===== src/rtl/rxf_pkg.sv =====
package rxf_pkg;

    typedef enum logic [2:0] {
        S_IDLE,
        S_HEAD,
        S_BODY,
        S_FLUSH,
        S_PAD,
        S_FCS,
        S_DROP
    } rxf_state_e;

    // status bits decoded by the receive event/status consumer
    localparam logic [15:0] STAT_RX_OK = 16'h0100;
    localparam logic [15:0] STAT_MULTI = 16'h0200;
    localparam logic [15:0] STAT_UNI   = 16'h0400;
    localparam logic [15:0] STAT_BCAST = 16'h0800;

    localparam logic [31:0] CRC_POLY_REFL = 32'hEDB88320;

endpackage


===== src/rtl/rxf_classify.sv =====
// Destination classification in strict priority order.
module rxf_classify
    import rxf_pkg::*;
#(
    parameter int ADDR_LEN = 6
) (
    input  logic [8*ADDR_LEN-1:0] dest,
    input  logic [8*ADDR_LEN-1:0] station,
    input  logic                  promisc_en,
    input  logic                  bcast_en,
    input  logic                  mcast_en,
    input  logic                  ucast_en,
    output logic                  accept,
    output logic [15:0]           cls
);

    always_comb begin
        accept = 1'b0;
        cls    = '0;
        if (promisc_en) begin
            accept = 1'b1;
        end else if (&dest) begin
            if (bcast_en) begin
                accept = 1'b1;
                cls    = STAT_BCAST;
            end
        end else if (dest[0]) begin
            if (mcast_en) begin
                accept = 1'b1;
                cls    = STAT_MULTI;
            end
        end else if (ucast_en && (dest == station)) begin
            accept = 1'b1;
            cls    = STAT_UNI;
        end
    end

endmodule


===== src/rtl/rxf_crc_step.sv =====
// One byte of reflected CRC-32 update, LSB of the byte first.
module rxf_crc_step
    import rxf_pkg::*;
(
    input  logic [31:0] crc_in,
    input  logic [7:0]  data,
    output logic [31:0] crc_out
);

    logic [31:0] acc;

    always_comb begin
        acc = crc_in ^ {24'h0, data};
        for (int i = 0; i < 8; i++) begin
            acc = acc[0] ? ((acc >> 1) ^ CRC_POLY_REFL) : (acc >> 1);
        end
        crc_out = acc;
    end

endmodule


===== src/rtl/eth_rx_dest_filter.sv =====
module eth_rx_dest_filter
    import rxf_pkg::*;
#(
    parameter int ADDR_LEN  = 6,
    parameter int MIN_FRAME = 8,     // also the output hold-back depth; must exceed ADDR_LEN
    parameter int MAX_FRAME = 1518,
    parameter int PAD_LEN   = 60,
    parameter int FCS_LEN   = 4
) (
    input  logic                 clk,
    input  logic                 rst_n,
    input  logic                 rx_en,
    input  logic                 promisc_en,
    input  logic                 bcast_en,
    input  logic                 mcast_en,
    input  logic                 ucast_en,
    input  logic                 rxok_ie,
    input  logic [8*ADDR_LEN-1:0] station_addr,
    input  logic                 in_valid,
    input  logic                 in_sof,
    input  logic                 in_eof,
    input  logic [7:0]           in_data,
    output logic                 in_ready,
    output logic                 out_valid,
    output logic                 out_sof,
    output logic                 out_eof,
    output logic [7:0]           out_data,
    output logic                 res_valid,
    output logic                 res_accept,
    output logic [$clog2(MAX_FRAME+1)-1:0] res_len,
    output logic [15:0]          res_status,
    output logic                 res_irq
);

    localparam int LEN_W    = $clog2(MAX_FRAME + 1);
    localparam int IDX_W    = $clog2(MIN_FRAME);
    localparam int RUNT_LEN = PAD_LEN + FCS_LEN;
    localparam logic [LEN_W-1:0] MAX_L   = LEN_W'(MAX_FRAME);
    localparam logic [LEN_W-1:0] PAD_L   = LEN_W'(PAD_LEN);
    localparam logic [LEN_W-1:0] RUNT_L  = LEN_W'(RUNT_LEN);
    localparam logic [LEN_W-1:0] DECIDE_L = LEN_W'(MIN_FRAME - 1);

    typedef struct packed {
        rxf_state_e                 st;
        logic [MIN_FRAME-1:0][7:0]  line;
        logic [LEN_W-1:0]           in_cnt;
        logic [LEN_W-1:0]           out_cnt;
        logic [31:0]                crc;
        logic [15:0]                cls;
        logic                       ov;
        logic                       osof;
        logic                       oeof;
        logic [7:0]                 odata;
        logic                       rv;
        logic                       racc;
        logic                       rirq;
        logic [LEN_W-1:0]           rlen;
        logic [15:0]                rstat;
    } rxf_regs_t;

    rxf_regs_t r_d, r_q;

    // ---------------- helpers ----------------
    logic        cls_accept;
    logic [15:0] cls_bits;
    logic [7:0]  crc_byte;
    logic [31:0] crc_nxt;
    logic [1:0]  fcs_idx;
    logic [31:0] fcs_word;
    logic [7:0]  fcs_byte;
    logic        take;

    rxf_classify #(.ADDR_LEN(ADDR_LEN)) u_classify (
        .dest       (r_q.line[ADDR_LEN-1:0]),
        .station    (station_addr),
        .promisc_en (promisc_en),
        .bcast_en   (bcast_en),
        .mcast_en   (mcast_en),
        .ucast_en   (ucast_en),
        .accept     (cls_accept),
        .cls        (cls_bits)
    );

    assign crc_byte = (r_q.st == S_PAD) ? 8'h00 : r_q.line[0];

    rxf_crc_step u_crc (
        .crc_in  (r_q.crc),
        .data    (crc_byte),
        .crc_out (crc_nxt)
    );

    assign fcs_idx  = 2'(r_q.out_cnt - PAD_L);
    assign fcs_word = ~r_q.crc;

    always_comb begin
        case (fcs_idx)
            2'd0:    fcs_byte = fcs_word[7:0];
            2'd1:    fcs_byte = fcs_word[15:8];
            2'd2:    fcs_byte = fcs_word[23:16];
            default: fcs_byte = fcs_word[31:24];
        endcase
    end

    assign in_ready = (r_q.st == S_IDLE) || (r_q.st == S_HEAD) ||
                      (r_q.st == S_BODY) || (r_q.st == S_DROP);
    assign take     = in_valid && in_ready;

    // ---------------- next state ----------------
    always_comb begin
        r_d       = r_q;
        r_d.ov    = 1'b0;
        r_d.osof  = 1'b0;
        r_d.oeof  = 1'b0;
        r_d.odata = 8'h00;
        r_d.rv    = 1'b0;
        r_d.racc  = 1'b0;
        r_d.rirq  = 1'b0;
        r_d.rlen  = '0;
        r_d.rstat = '0;

        case (r_q.st)
            S_IDLE: begin
                if (take && in_sof) begin
                    r_d.line    = '0;
                    r_d.line[0] = in_data;
                    r_d.in_cnt  = LEN_W'(1);
                    r_d.out_cnt = '0;
                    r_d.crc     = '1;
                    r_d.cls     = '0;
                    if (in_eof) begin
                        r_d.rv = 1'b1;              // runt: reject
                        r_d.st = S_IDLE;
                    end else begin
                        r_d.st = rx_en ? S_HEAD : S_DROP;
                    end
                end
            end

            S_HEAD: begin
                if (take) begin
                    r_d.line[r_q.in_cnt[IDX_W-1:0]] = in_data;
                    r_d.in_cnt = r_q.in_cnt + LEN_W'(1);
                    if (r_q.in_cnt == DECIDE_L) begin
                        r_d.cls = cls_bits;
                        if (!cls_accept) begin
                            if (in_eof) begin
                                r_d.rv = 1'b1;
                                r_d.st = S_IDLE;
                            end else begin
                                r_d.st = S_DROP;
                            end
                        end else begin
                            r_d.st = in_eof ? S_FLUSH : S_BODY;
                        end
                    end else if (in_eof) begin
                        r_d.rv = 1'b1;              // shorter than minimum
                        r_d.st = S_IDLE;
                    end
                end
            end

            S_BODY: begin
                if (take) begin
                    if (r_q.in_cnt != MAX_L) begin
                        r_d.ov      = 1'b1;
                        r_d.odata   = r_q.line[0];
                        r_d.osof    = (r_q.out_cnt == '0);
                        r_d.out_cnt = r_q.out_cnt + LEN_W'(1);
                        r_d.crc     = crc_nxt;
                        r_d.line    = {in_data, r_q.line[MIN_FRAME-1:1]};
                        r_d.in_cnt  = r_q.in_cnt + LEN_W'(1);
                    end
                    if (in_eof) begin
                        r_d.st = S_FLUSH;
                    end
                end
            end

            S_FLUSH: begin
                r_d.ov      = 1'b1;
                r_d.odata   = r_q.line[0];
                r_d.osof    = (r_q.out_cnt == '0);
                r_d.out_cnt = r_q.out_cnt + LEN_W'(1);
                r_d.crc     = crc_nxt;
                r_d.line    = {8'h00, r_q.line[MIN_FRAME-1:1]};
                if ((r_q.in_cnt < RUNT_L) && (r_q.out_cnt + LEN_W'(1) == PAD_L)) begin
                    r_d.st = S_FCS;
                end else if (r_q.out_cnt + LEN_W'(1) == r_q.in_cnt) begin
                    if (r_q.in_cnt < RUNT_L) begin
                        r_d.st = S_PAD;
                    end else begin
                        r_d.oeof  = 1'b1;
                        r_d.rv    = 1'b1;
                        r_d.racc  = 1'b1;
                        r_d.rirq  = rxok_ie;
                        r_d.rlen  = r_q.in_cnt;
                        r_d.rstat = r_q.cls | STAT_RX_OK;
                        r_d.st    = S_IDLE;
                    end
                end
            end

            S_PAD: begin
                r_d.ov      = 1'b1;
                r_d.odata   = 8'h00;
                r_d.out_cnt = r_q.out_cnt + LEN_W'(1);
                r_d.crc     = crc_nxt;
                if (r_q.out_cnt + LEN_W'(1) == PAD_L) begin
                    r_d.st = S_FCS;
                end
            end

            S_FCS: begin
                r_d.ov      = 1'b1;
                r_d.odata   = fcs_byte;
                r_d.out_cnt = r_q.out_cnt + LEN_W'(1);
                if (r_q.out_cnt == RUNT_L - LEN_W'(1)) begin
                    r_d.oeof  = 1'b1;
                    r_d.rv    = 1'b1;
                    r_d.racc  = 1'b1;
                    r_d.rirq  = rxok_ie;
                    r_d.rlen  = RUNT_L;
                    r_d.rstat = r_q.cls | STAT_RX_OK;
                    r_d.st    = S_IDLE;
                end
            end

            S_DROP: begin
                if (take && in_eof) begin
                    r_d.rv = 1'b1;
                    r_d.st = S_IDLE;
                end
            end

            default: r_d.st = S_IDLE;
        endcase
    end

    always_ff @(posedge clk or negedge rst_n) begin
        if (!rst_n) begin
            r_q <= '0;
        end else begin
            r_q <= r_d;
        end
    end

    assign out_valid  = r_q.ov;
    assign out_sof    = r_q.osof;
    assign out_eof    = r_q.oeof;
    assign out_data   = r_q.odata;
    assign res_valid  = r_q.rv;
    assign res_accept = r_q.racc;
    assign res_len    = r_q.rlen;
    assign res_status = r_q.rstat;
    assign res_irq    = r_q.rirq;

    // ---------------- assertions ----------------
    assert_reject_clean_R9: assert property (@(posedge clk) disable iff (!rst_n)
        (res_valid && !res_accept) |-> (res_status == '0 && res_len == '0 && !res_irq));

    assert_irq_gate_R10: assert property (@(posedge clk) disable iff (!rst_n)
        res_irq |-> (res_valid && res_accept));

    assert_accept_on_eof_R11: assert property (@(posedge clk) disable iff (!rst_n)
        (res_valid && res_accept) |-> (out_valid && out_eof));

    assert_len_range_R8: assert property (@(posedge clk) disable iff (!rst_n)
        (res_valid && res_accept) |-> (res_len >= RUNT_L && res_len <= MAX_L));

    assert_one_class_R3: assert property (@(posedge clk) disable iff (!rst_n)
        res_valid |-> $onehot0(res_status[11:9]));

    assert_drop_silent_R1: assert property (@(posedge clk) disable iff (!rst_n)
        (r_q.st == S_DROP) |=> !out_valid);

    assert_busy_while_trailing_R12: assert property (@(posedge clk) disable iff (!rst_n)
        (out_valid && !out_eof && !in_ready) |=> (out_valid || res_valid));

endmodule


===== config.mk =====
export PLATFORM = sky130hd
export DESIGN_NAME = eth_rx_dest_filter
export DESIGN_NICKNAME = d
export VERILOG_FILES = /design/src/rtl/rxf_pkg.sv /design/src/rtl/rxf_classify.sv /design/src/rtl/rxf_crc_step.sv /design/src/rtl/eth_rx_dest_filter.sv
export SDC_FILE = /design/constraint.sdc
export NUM_CORES = 1
export LEC_CHECK = 0
export CORE_ASPECT_RATIO = 2
export CORE_UTILIZATION = 45
export DETAILED_ROUTE_END_ITERATION = 10
export PLACE_DENSITY = 0.66
export SETUP_SLACK_MARGIN = 0.15
export SLEW_MARGIN = 15
export SYNTH_ARGS = -nofsm -noshare
export SYNTH_HDL_FRONTEND = slang
export SYNTH_SLANG_ARGS = --single-unit

===== constraint.sdc =====
create_clock -name clk -period 3.8 [get_ports clk]
set_input_delay 0.76 -clock clk [delete_from_list [all_inputs] [get_ports clk]]
set_output_delay 0.76 -clock clk [all_outputs]
set_load 0.01 [all_outputs]

* Word level (Yosys, flattened, before mapping) *
Index checks and enable logic that the tools add are counted.

storage, ports and cells
  word-level logic and storage cells = 164
  memories kept = 0
  RAM bits = 0
  bits of input ports = 67
  output and inout bits = 42
  memory bits (read-only) = 0
  register bits after elaboration = 178
  latch bits = 0

operators by class
  add/subtract/negate cells = 3
  eq/ne operators = 25
  $mul = 0
  reduce and logical (&&, ||, !) cells = 26
  multiplexer cells = 75
  shift operators = 0
  bitwise gates (word level) = 10
  div/mod/pow operators = 0
  magnitude comparators = 3

operator list
  cell                     number
  $mux W32                 8
  $pmux W64 S4             1
  $mux W137                1
  $mux W121                1
  $mux W30                 4
  $mux W118                1
  $not A13 Y14             8
  $pmux W32 S3             1
  $mux W16                 5
  $mux W78                 1
  $pmux W11 S3             2
  $bwmux W64               1
  $pmux W29 S2             1
  $eq A48 B48 Y1           1
  $pmux W8 S3              2
  $reduce_and A48 Y1       1
  $mux W3                  13
  $mux W8                  4
  $not A32 Y32             1
  $pmux W16 S2             1
  $xor A32 B8 Y32          1
  $demux W8 S3             1
  $add A11 B1 Y11 const B  2
  $eq A11 B6 Y1 const B    2
  other kinds (37)         78

* Longest topological paths before layout *
Gate-level depths: netlist (run 1).

  word-level depth = 22
  depth in mapped cells = 11

* Modules after synthesis *
From an unflattened synthesis (run 1), not the netlist that was laid out.

unflattened totals
  cell total of the unflattened synthesis = 1130
  area, all modules = 10331.2 um2

by module, submodules not included
  module              times used  area an instance (um2)  sequential area each (um2)  cells each
  eth_rx_dest_filter  1           8722.1                  4379.2                      956
  rxf_crc_step        1           839.6                   0.0                         73
  rxf_classify        1           769.5                   0.0                         101

* Worst setup path after synthesis (run 1) *
Ideal clock, no wire load.

  path kind = reg-to-reg
  start = register r_q[89] (netlist bit)
  end = register r_q (netlist bit res_irq)
  stages on the path, launching flop included = 11
  required time = 3.734 ns
  setup slack = 1.018 ns
  arrival time = 2.716 ns
  period minus slack after synthesis = 2.782 ns
  path through = dfrtp_1 -> inv_1 -> ha_1 -> xor2_1 -> a311o_1 -> a311oi_1 -> nand3_1 -> or4_1 -> nor3b_2 -> buf_2 -> o211a_1

RTL lines
  element                 line                       text
  from (decl)             eth_rx_dest_filter.sv:61   rxf_regs_t r_d, r_q;
  from (signal assigned)  eth_rx_dest_filter.sv:243  r_q <= r_d;

==> results of run 1 <==
==> cells by family after synthesis <==
kind of cell	after synthesis	synth area share
DFF	151	0.403
and+or+nand+nor	263	0.147
adders and majority gates	6	0.00801
AOI/OAI and AO/OA	298	0.238
muxes	5	0.00547
other	1	0.000400
buffers and inverters	148	0.0753
xor gates and xnor gates	123	0.122
==> sequential cells by signal (all words and copies together) (netlist names) <==
name and flops:
r_q 124, res_len 11, out_data 8, res_status 4, out_sof 1, out_valid 1, res_irq 1, res_valid 1
==> cells in the mapped netlist (5+ instances only) <==
| master | instances |
|---|---|
| o221ai_1 | 8 |
| o2bb2ai_1 | 32 |
| xor2_1 | 68 |
| a31oi_1 | 23 |
| nor4_1 | 19 |
| nor2_1 | 52 |
| and2_1 | 16 |
| buf_2 | 6 |
| o22ai_1 | 26 |
| nand3_1 | 16 |
| o211ai_1 | 5 |
| buf_4 | 36 |
| nor2b_1 | 17 |
| nand2b_1 | 16 |
| a22o_1 | 10 |
| a21oi_1 | 13 |
| o41ai_1 | 6 |
| o21ai_0 | 51 |
| ha_1 | 6 |
| a22oi_1 | 56 |
| nand2_1 | 55 |
| nand4_1 | 23 |
| inv_1 | 39 |
| xnor2_1 | 49 |
| clkbuf_1 | 52 |
| nor3_1 | 19 |
| o22a_1 | 16 |
| dfrtp_1 | 151 |
| and3_1 | 6 |
| o31ai_1 | 12 |
| buf_1 | 10 |
==> final cells by class <==
type | instances | share of cell area
clock buffers | 22 | 0.0420
clock inverters | 10 | 0.00883
inverters | 43 | 0.0146
multi-input cells | 707 | 0.448
flip-flops and latches | 151 | 0.342
well taps | 266 | 0.0301
repair buffers | 135 | 0.115
==> layer usage <==
metal	global-route usage	wire [um]	up-vias
li1	-	-	3721
met1	0.289	10400	3963
met2	0.516	15300	343
met3	0.0489	1330	120
met4	0.212	2160	0
met5	0	0	-
==> worst paths after layout <==
check | endpoint | slack [ns]
min in group clk | r_q[50] | 0.48
max in group asynchronous | res_len[2] | 2.65
worst min register to register | r_q[50] | 0.48
worst max-delay path | res_irq | 0.53
worst min-delay path | out_data[2] | 0.36
worst max register to register | res_irq | 0.53
==> through the flow <==
| stage | hold slack, ns | cells |
|---|---|---|
| 4_1_cts | 0.385 | 1334 |
| 3_3_place_gp | 0.465 | 1302 |
| 6_report | 0.358 | 1334 |
| 3_5_place_dp | 0.472 | 1302 |
| 5_1_grt | 0.424 | 1334 |
| 2_1_floorplan | 0.444 | 1006 |
==> power groups by stage <==
stage / Combinational (W) / Clock (W) / Sequential [W]
floorplan: 0.00354 / 0 / 0.00215
global placement: 0.00462 / 0 / 0.00232
detailed placement: 0.00466 / 0 / 0.00233
CTS: 0.00469 / 0.00167 / 0.00230
global route: 0.00509 / 0.00173 / 0.00233
finish: 0.00469 / 0.00164 / 0.00231
==> worst max-delay path, cell delays in order (launching register included) <==
cell and delay, ns:
dfrtp_1 0.54, ha_1 0.41, and4_1 0.55, o2111ai_1 0.22
o221ai_1 0.27, nor2_1 0.09, or4_1 0.58, nor3b_2 0.18
buf_4 0.20, o211a_1 0.17
==> impl_metrics.yaml, run 1 <==
outcome:
  outcome: "finished, final reports clean"
synth:
  ys_ff_latch: 151
  netlist_instances: 995
  syn_area_um2: 9370
  yosysTopAreaCellShare: 0.403
  syn_avg_cell_area_um2: 9.42
  synth_top_flop_cell: "dfrtp_1"
  synth.distinct_cells: 77
  synth-edff-count: 0
  synth_warnings: 0
  synthArstFlopShare: 1.00
  post-synth-top-area-cell: "dfrtp_1"
  synthTopCellsByArea: "dfrtp_1 (40%), xor2_1 (6.4%), xnor2_1 (4.6%)"
  yosysSeqAreaShare: 0.403
grt:
  grt_usage: 0.284
  antenna_found_initial: 0
  grt_pass1_vias: 8157
  grt_max_degree: 80
  grt-ovfl-total: 0
  grt_pass1_wl_mm: 45.9
placed_design:
  dp_hpwl_mm: 21.4
  pre_cts_slack_ns: 0.378
  place_congestion: 0.947
  placed_area_um2: 10500
  io_buffers: 96
power:
  p_total_w: 0.00865
  swShare: 0.439
  power.leakage_nw: 4.35
  power_density_nw_per_um2: 782
  internal-power_w: 0.00486
  pwr-share-comb: 0.543
  pwr-share-clk: 0.190
  vdd_drop_max_mv: 0.418
  pwr-share-seq: 0.267
  p_switching_w: 0.00379
clocking:
  cts_sinks: 151
  post-cts-setup-buffers: 0
  cts_root_buf: "clkbuf_16"
  cts_resized: 0
  insertion_delay_ns: 0.44
  clock_path_buffers: 2
  cts_max_level: 4
  hold_buffers: 0
  cts_tree: "built"
  path_clk_slew_ns: 0.06
  cts_made_buffers: 17
sta:
  tightestPinTransition_ns: 0.963
  finalClockSkew_ns: 0.00768
  slew_headroom: 0.357
  hold_violations: 0
  finalSetupViolations: 0
  min_period_over_period: 0.860
  rsz0062_at_grt: "false"
  layout_setup_ws_ns: 0.533
  maxClockFrequency_mhz: 306
  min_period_ns: 3.27
  drv_slew: 0
  fin_tns_setup_ns: 0
final_layout:
  drive_gt1_frac: 0.0861
  regArea_um2: 3780
  multiInputGateArea_um2: 4950
  layout_commonest_cell: "dfrtp_1"
  area.growth.synth_to_final_pct: 17.9
  nNetsFinal: 1128
  utilization: 0.540
  final_cell_mix: "dfrtp_1 (151), clkdlybuf4s50_1 (95), xor2_1 (68), a22oi_1 (56), nand2_1 (55)"
  design_area_um2: 11100
  fill_cells: 1907
  antennaDiodeCount: 0
critical_path:
  required_ns: 4.18
  r2r.worst_path.cells: 9
  crit_path_start_kind: "flop"
  crit_start: "r_q[89]"
  endpoint_kind: "flop"
  regToRegStartpoint: "r_q[89]"
  path_class: "flop to flop"
  arrival_ns: 3.65
  path_max_fanout: 12
route:
  vias: 8147
  routed_via_density: 6.11
  routed_wl_mm: 29.2
  drc: 0
  first_iter_violations: 464
  wl_per_cell_um: 21.9
  drt_first_pass_iters: 5
  ant_nets: 0
hold_path:
  hp-class: "input pin to async pin"
floorplanning:
  pin_count: 109
  die_width_um: 104
  die_h_um: 206
  rows: 74
  fp.coreArea_um2: 20500
  start_util: 0.458
  dieArea_um2: 21400
run:
  maxCapViolCount: 0
No activity file was read; power rests on OpenSTA's default activity.
==> inputs of run 2 (changes only) <==
PLACE_DENSITY = 0.73   (was 0.66)
SKIP_CTS_REPAIR_TIMING = 1   (was unset)
TNS_END_PERCENT = 1   (was unset)
==> impl_metrics.yaml, run 2 (synthesis results as in run 1) <==
power:
  power_density_nw_per_um2: 788
  p_total_w: 0.00874
  power.leakage_nw: 4.36
  vdd_drop_max_mv: 0.389
floorplanning:
  die_h_um: 206
  fp.coreArea_um2: 20500
  pin_count: 109
  die_width_um: 104
  start_util: 0.458
  dieArea_um2: 21400
  rows: 74
placed_design:
  place_congestion: 0.937
  dp_hpwl_mm: 21.6
  dp_cells: 1305
  pre_cts_slack_ns: 0.427
  io_buffers: 96
final_layout:
  nNetsFinal: 1131
  area.growth.synth_to_final_pct: 18.4
  layout_commonest_cell: "dfrtp_1"
  drive_gt1_frac: 0.0915
  final_cell_mix: "dfrtp_1 (151), clkdlybuf4s50_1 (95), xor2_1 (68), a22oi_1 (56), nand2_1 (55)"
  largest_reg_flops: 124
  antennaDiodeCount: 0
  instances_no_fill: 1337
  top_register: "r_q"
  fill_cells: 1829
route:
  vias: 8255
  drt_first_pass_iters: 6
  drc: 0
  routed_via_density: 6.17
  wl_per_cell_um: 21.7
  first_iter_violations: 668
  ant_nets: 0
  routed_wl_mm: 29.1
critical_path:
  arrival_ns: 3.61
  crit_start: "r_q[89]"
  crit_chain: "ha_1 -> and4_1 -> buf_4 -> o2111a_1 -> a211o_1 -> o211ai_1 -> or4_1 -> nor3b_2 -> buf_4 -> o211a_1"
  reg2reg_to: "res_irq"
  required_ns: 4.18
  crit_end: "res_irq"
  slowest_delay_ns: 0.62
  crit_cells: 10
  endpoint_kind: "flop"
  crit_buf_inv: 2
  cpMaxStageDelayCell: "or4_1"
  regToRegStartpoint: "r_q[89]"
  crit_path_start_kind: "flop"
  path_max_fanout: 12
  path_delay_family: "simple AND/OR/NAND/NOR gates"
  reg2reg_setup_slack_ns: 0.58
  path_class: "flop to flop"
  r2r.worst_path.cells: 10
  crit_top_cell: "buf_4"
grt:
  antenna_found_initial: 0
  grt_max_degree: 80
  grt_usage: 0.282
  grt_pass1_vias: 8360
  grt-ovfl-total: 0
  grt_pass1_wl_mm: 45.7
hold_path:
  hp-class: "input pin to async pin"
sta:
  worst_hold_slack_ns: 0.349
  tightestPinTransition_ns: 1.09
  rsz0062_at_grt: "false"
  min_period_over_period: 0.848
  slew_headroom: 0.266
  fin_tns_setup_ns: 0
  min_period_ns: 3.22
  finalClockSkew_ns: 0.0108
  finalSetupViolations: 0
  layout_setup_ws_ns: 0.576
  hold_violations: 0
  drv_slew: 0
  maxClockFrequency_mhz: 310
clocking:
  clock_path_buffers: 2
  cts_sinks: 151
  cts_tree: "built"
  insertion_delay_ns: 0.45
  cts_made_buffers: 17
  cts_root_buf: "clkbuf_16"
  cts_max_level: 4
  path_clk_slew_ns: 0.06
outcome:
  outcome: "finished, final reports clean"
run:
  maxCapViolCount: 0
[run 2: how the worst min path moves through the flow]
stage / end / slack [ns] / cells past startpoint
detailed placement: r_q[50] / 0.47 / 2
global placement: r_q[52] / 0.46 / 2
floorplan: r_q[51] / 0.44 / 2
CTS: r_q[137] / 0.37 / 1
global route: r_q[128] / 0.41 / 1
finish: r_q[137] / 0.35 / 1
[run 2: power breakdown]
group | switching (W) | internal (W) | total [W]
clock network | 0.000722 | 0.000965 | 0.00169
registers | 0.000405 | 0.00191 | 0.00231
logic | 0.00272 | 0.00202 | 0.00474
total | 0.00385 | 0.00489 | 0.00874
[run 2: metal layers]
metal | GRT usage | share of wire
met1 | 0.276 | 0.34
met2 | 0.520 | 0.54
met3 | 0.0473 | 0.052
met4 | 0.227 | 0.072
met5 | 0 | 0
[run 2: worst reg2reg max path, cell delays in order, from the launching register on]
cell      delay (ns)
dfrtp_1         0.55
ha_1            0.41
and4_1          0.42
buf_4           0.21
o2111a_1        0.19
a211o_1         0.12
o211ai_1        0.09
or4_1           0.62
nor3b_2         0.19
buf_4           0.19
o211a_1         0.16
[run 2: final cells by class]
class	instances	area [um2]	share of cell area
Inverter	43	161	0.0145
Sequential cell	151	3780	0.341
Clock inverter	15	154	0.0139
Clock buffer	17	425	0.0383
Tap cell	266	333	0.0300
Timing Repair Buffer	138	1290	0.116
Multi-Input combinational cell	707	4950	0.446
[run 2: stage by stage]
step,utilization,instance area [um2]
floorplan,-,9410
global placement,0.514,10500
detailed placement,0.514,10500
CTS,0.542,11100
global route,0.542,11100
finish,0.542,11100
==> inputs of run 3 (changes only) <==
PLACE_DENSITY = 0.76   (was 0.73)
clock period = 2.8 ns   (was 3.8 ns; I/O delays follow)
==> impl_metrics.yaml, run 3 (synthesis results as in run 1) <==
outcome:
  outcome: "finished, final reports clean"
power:
  pwr-share-comb: 0.560
  pwr-share-clk: 0.192
  pwr-share-seq: 0.249
  p_switching_w: 0.00542
  internal-power_w: 0.00704
  swShare: 0.435
  power.leakage_nw: 4.68
  power_density_nw_per_um2: 1070
  vdd_drop_max_mv: 0.583
sta:
  min_period_ns: 2.71
  drv_slew: 0
  worst_hold_slack_ns: 0.176
  maxClockFrequency_mhz: 370
  finalClockSkew_ns: 0.00934
  finalSetupViolations: 0
  min_period_over_period: 0.966
  tightestPinTransition_ns: 1.20
  rsz0062_at_grt: "true"
  slew_headroom: 0.194
  hold_violations: 0
clocking:
  cts_max_level: 4
  cts_made_buffers: 17
  cts_root_buf: "clkbuf_16"
  clock_path_buffers: 2
  cts_tree: "built"
  insertion_delay_ns: 0.45
  path_clk_slew_ns: 0.07
  cts_sinks: 151
critical_path:
  path_class: "flop to flop"
  path_max_fanout: 12
  r2r.worst_path.cells: 10
  endpoint_kind: "flop"
  required_ns: 3.19
  arrival_ns: 3.10
  crit_path_start_kind: "flop"
placed_design:
  io_buffers: 96
  place_congestion: 0.977
  dp_hpwl_mm: 21.8
grt:
  grt_usage: 0.284
  antenna_found_initial: 0
  grt_pass1_wl_mm: 46.2
  grt_pass1_vias: 8692
  grt-ovfl-total: 0
  grt_max_degree: 152
route:
  routed_wl_mm: 29.7
  drc: 0
  ant_nets: 0
  first_iter_violations: 562
  wl_per_cell_um: 21.3
  drt_first_pass_iters: 5
  vias: 8626
  routed_via_density: 6.19
hold_path:
  hp-class: "input pin to async pin"
floorplanning:
  dieArea_um2: 21400
  die_width_um: 104
  pin_count: 109
  fp.coreArea_um2: 20500
  start_util: 0.458
  die_h_um: 206
  rows: 74
final_layout:
  antennaDiodeCount: 0
  nNetsFinal: 1187
  largest_reg_flops: 124
  drive_gt1_frac: 0.146
  area.growth.synth_to_final_pct: 23.9
  utilization: 0.567
  final_cell_mix: "dfrtp_1 (150), clkdlybuf4s50_1 (95), buf_4 (95), xor2_1 (67), a22oi_1 (56)"
  top_register: "r_q"
  fill_cells: 1772
  layout_commonest_cell: "dfrtp_1"
run:
  maxCapViolCount: 0
==> run 3: worst max-delay path: stages, from the launching register on <==
cell and delay, ns:
dfrtp_2 0.43, ha_2 0.23, and4_2 0.24, buf_4 0.16
a221oi_1 0.24, a211o_1 0.15, o211ai_1 0.09, or4_4 0.57
nor3b_2 0.20, buf_6 0.17, o211a_1 0.15
==> run 3: path summary, 6_finish.rpt <==
check	from	end	slack (ns)
hold reg to reg	r_q[50]	r_q[50]	0.49
setup reg to reg	r_q[89]	res_irq	0.09
hold / removal	rst_n	out_data[1]	0.18
setup / recovery	r_q[89]	res_irq	0.09
min in group clk	r_q[50]	r_q[50]	0.49
max in group asynchronous	rst_n	r_q[118]	1.93
==> run 3: metal layers <==
layer	GRT usage	part of all wire
met3	0.0501	0.058
met2	0.520	0.53
met4	0.238	0.083
met5	0	0
met1	0.275	0.33
==> run 3: cell type report <==
class | instances | area [um2] | share of cell area
clock inverter | 15 | 176 | 0.0152
multi-input combinational | 707 | 5010 | 0.431
clock buffer | 17 | 425 | 0.0366
sequential | 151 | 3780 | 0.326
timing repair buffer | 194 | 1730 | 0.149
inverter | 43 | 161 | 0.0139
tap | 266 | 333 | 0.0287
==> run 3: per-stage QoR <==
stage | setup WS (ns) | instances | power (W) | setup TNS [ns] | cell area [um2]
after global routing | -0.00180 | 1393 | 0.0132 | -0.00180 | 11600
after global placement | -0.268 | 1358 | 0.00974 | -2.00 | 10900
after detailed placement | -0.313 | 1358 | 0.00983 | -2.84 | 10900
after CTS | -0.0417 | 1390 | 0.0123 | -0.228 | 11500
after floorplan | 0.169 | 1006 | 0.00774 | 0 | 9420
final | 0.0941 | 1393 | 0.0125 | 0 | 11600
==> run 3: power groups by stage <==
| stage | clock [W] | combinational (W) | sequential [W] |
|---|---|---|---|
| 4_1_cts | 0.00241 | 0.00679 | 0.00307 |
| 3_3_place_gp | 0 | 0.00665 | 0.00309 |
| 5_1_grt | 0.00249 | 0.00755 | 0.00312 |
| 3_5_place_dp | 0 | 0.00673 | 0.00310 |
| 2_1_floorplan | 0 | 0.00481 | 0.00292 |
| 6_report | 0.00239 | 0.00697 | 0.00310 |
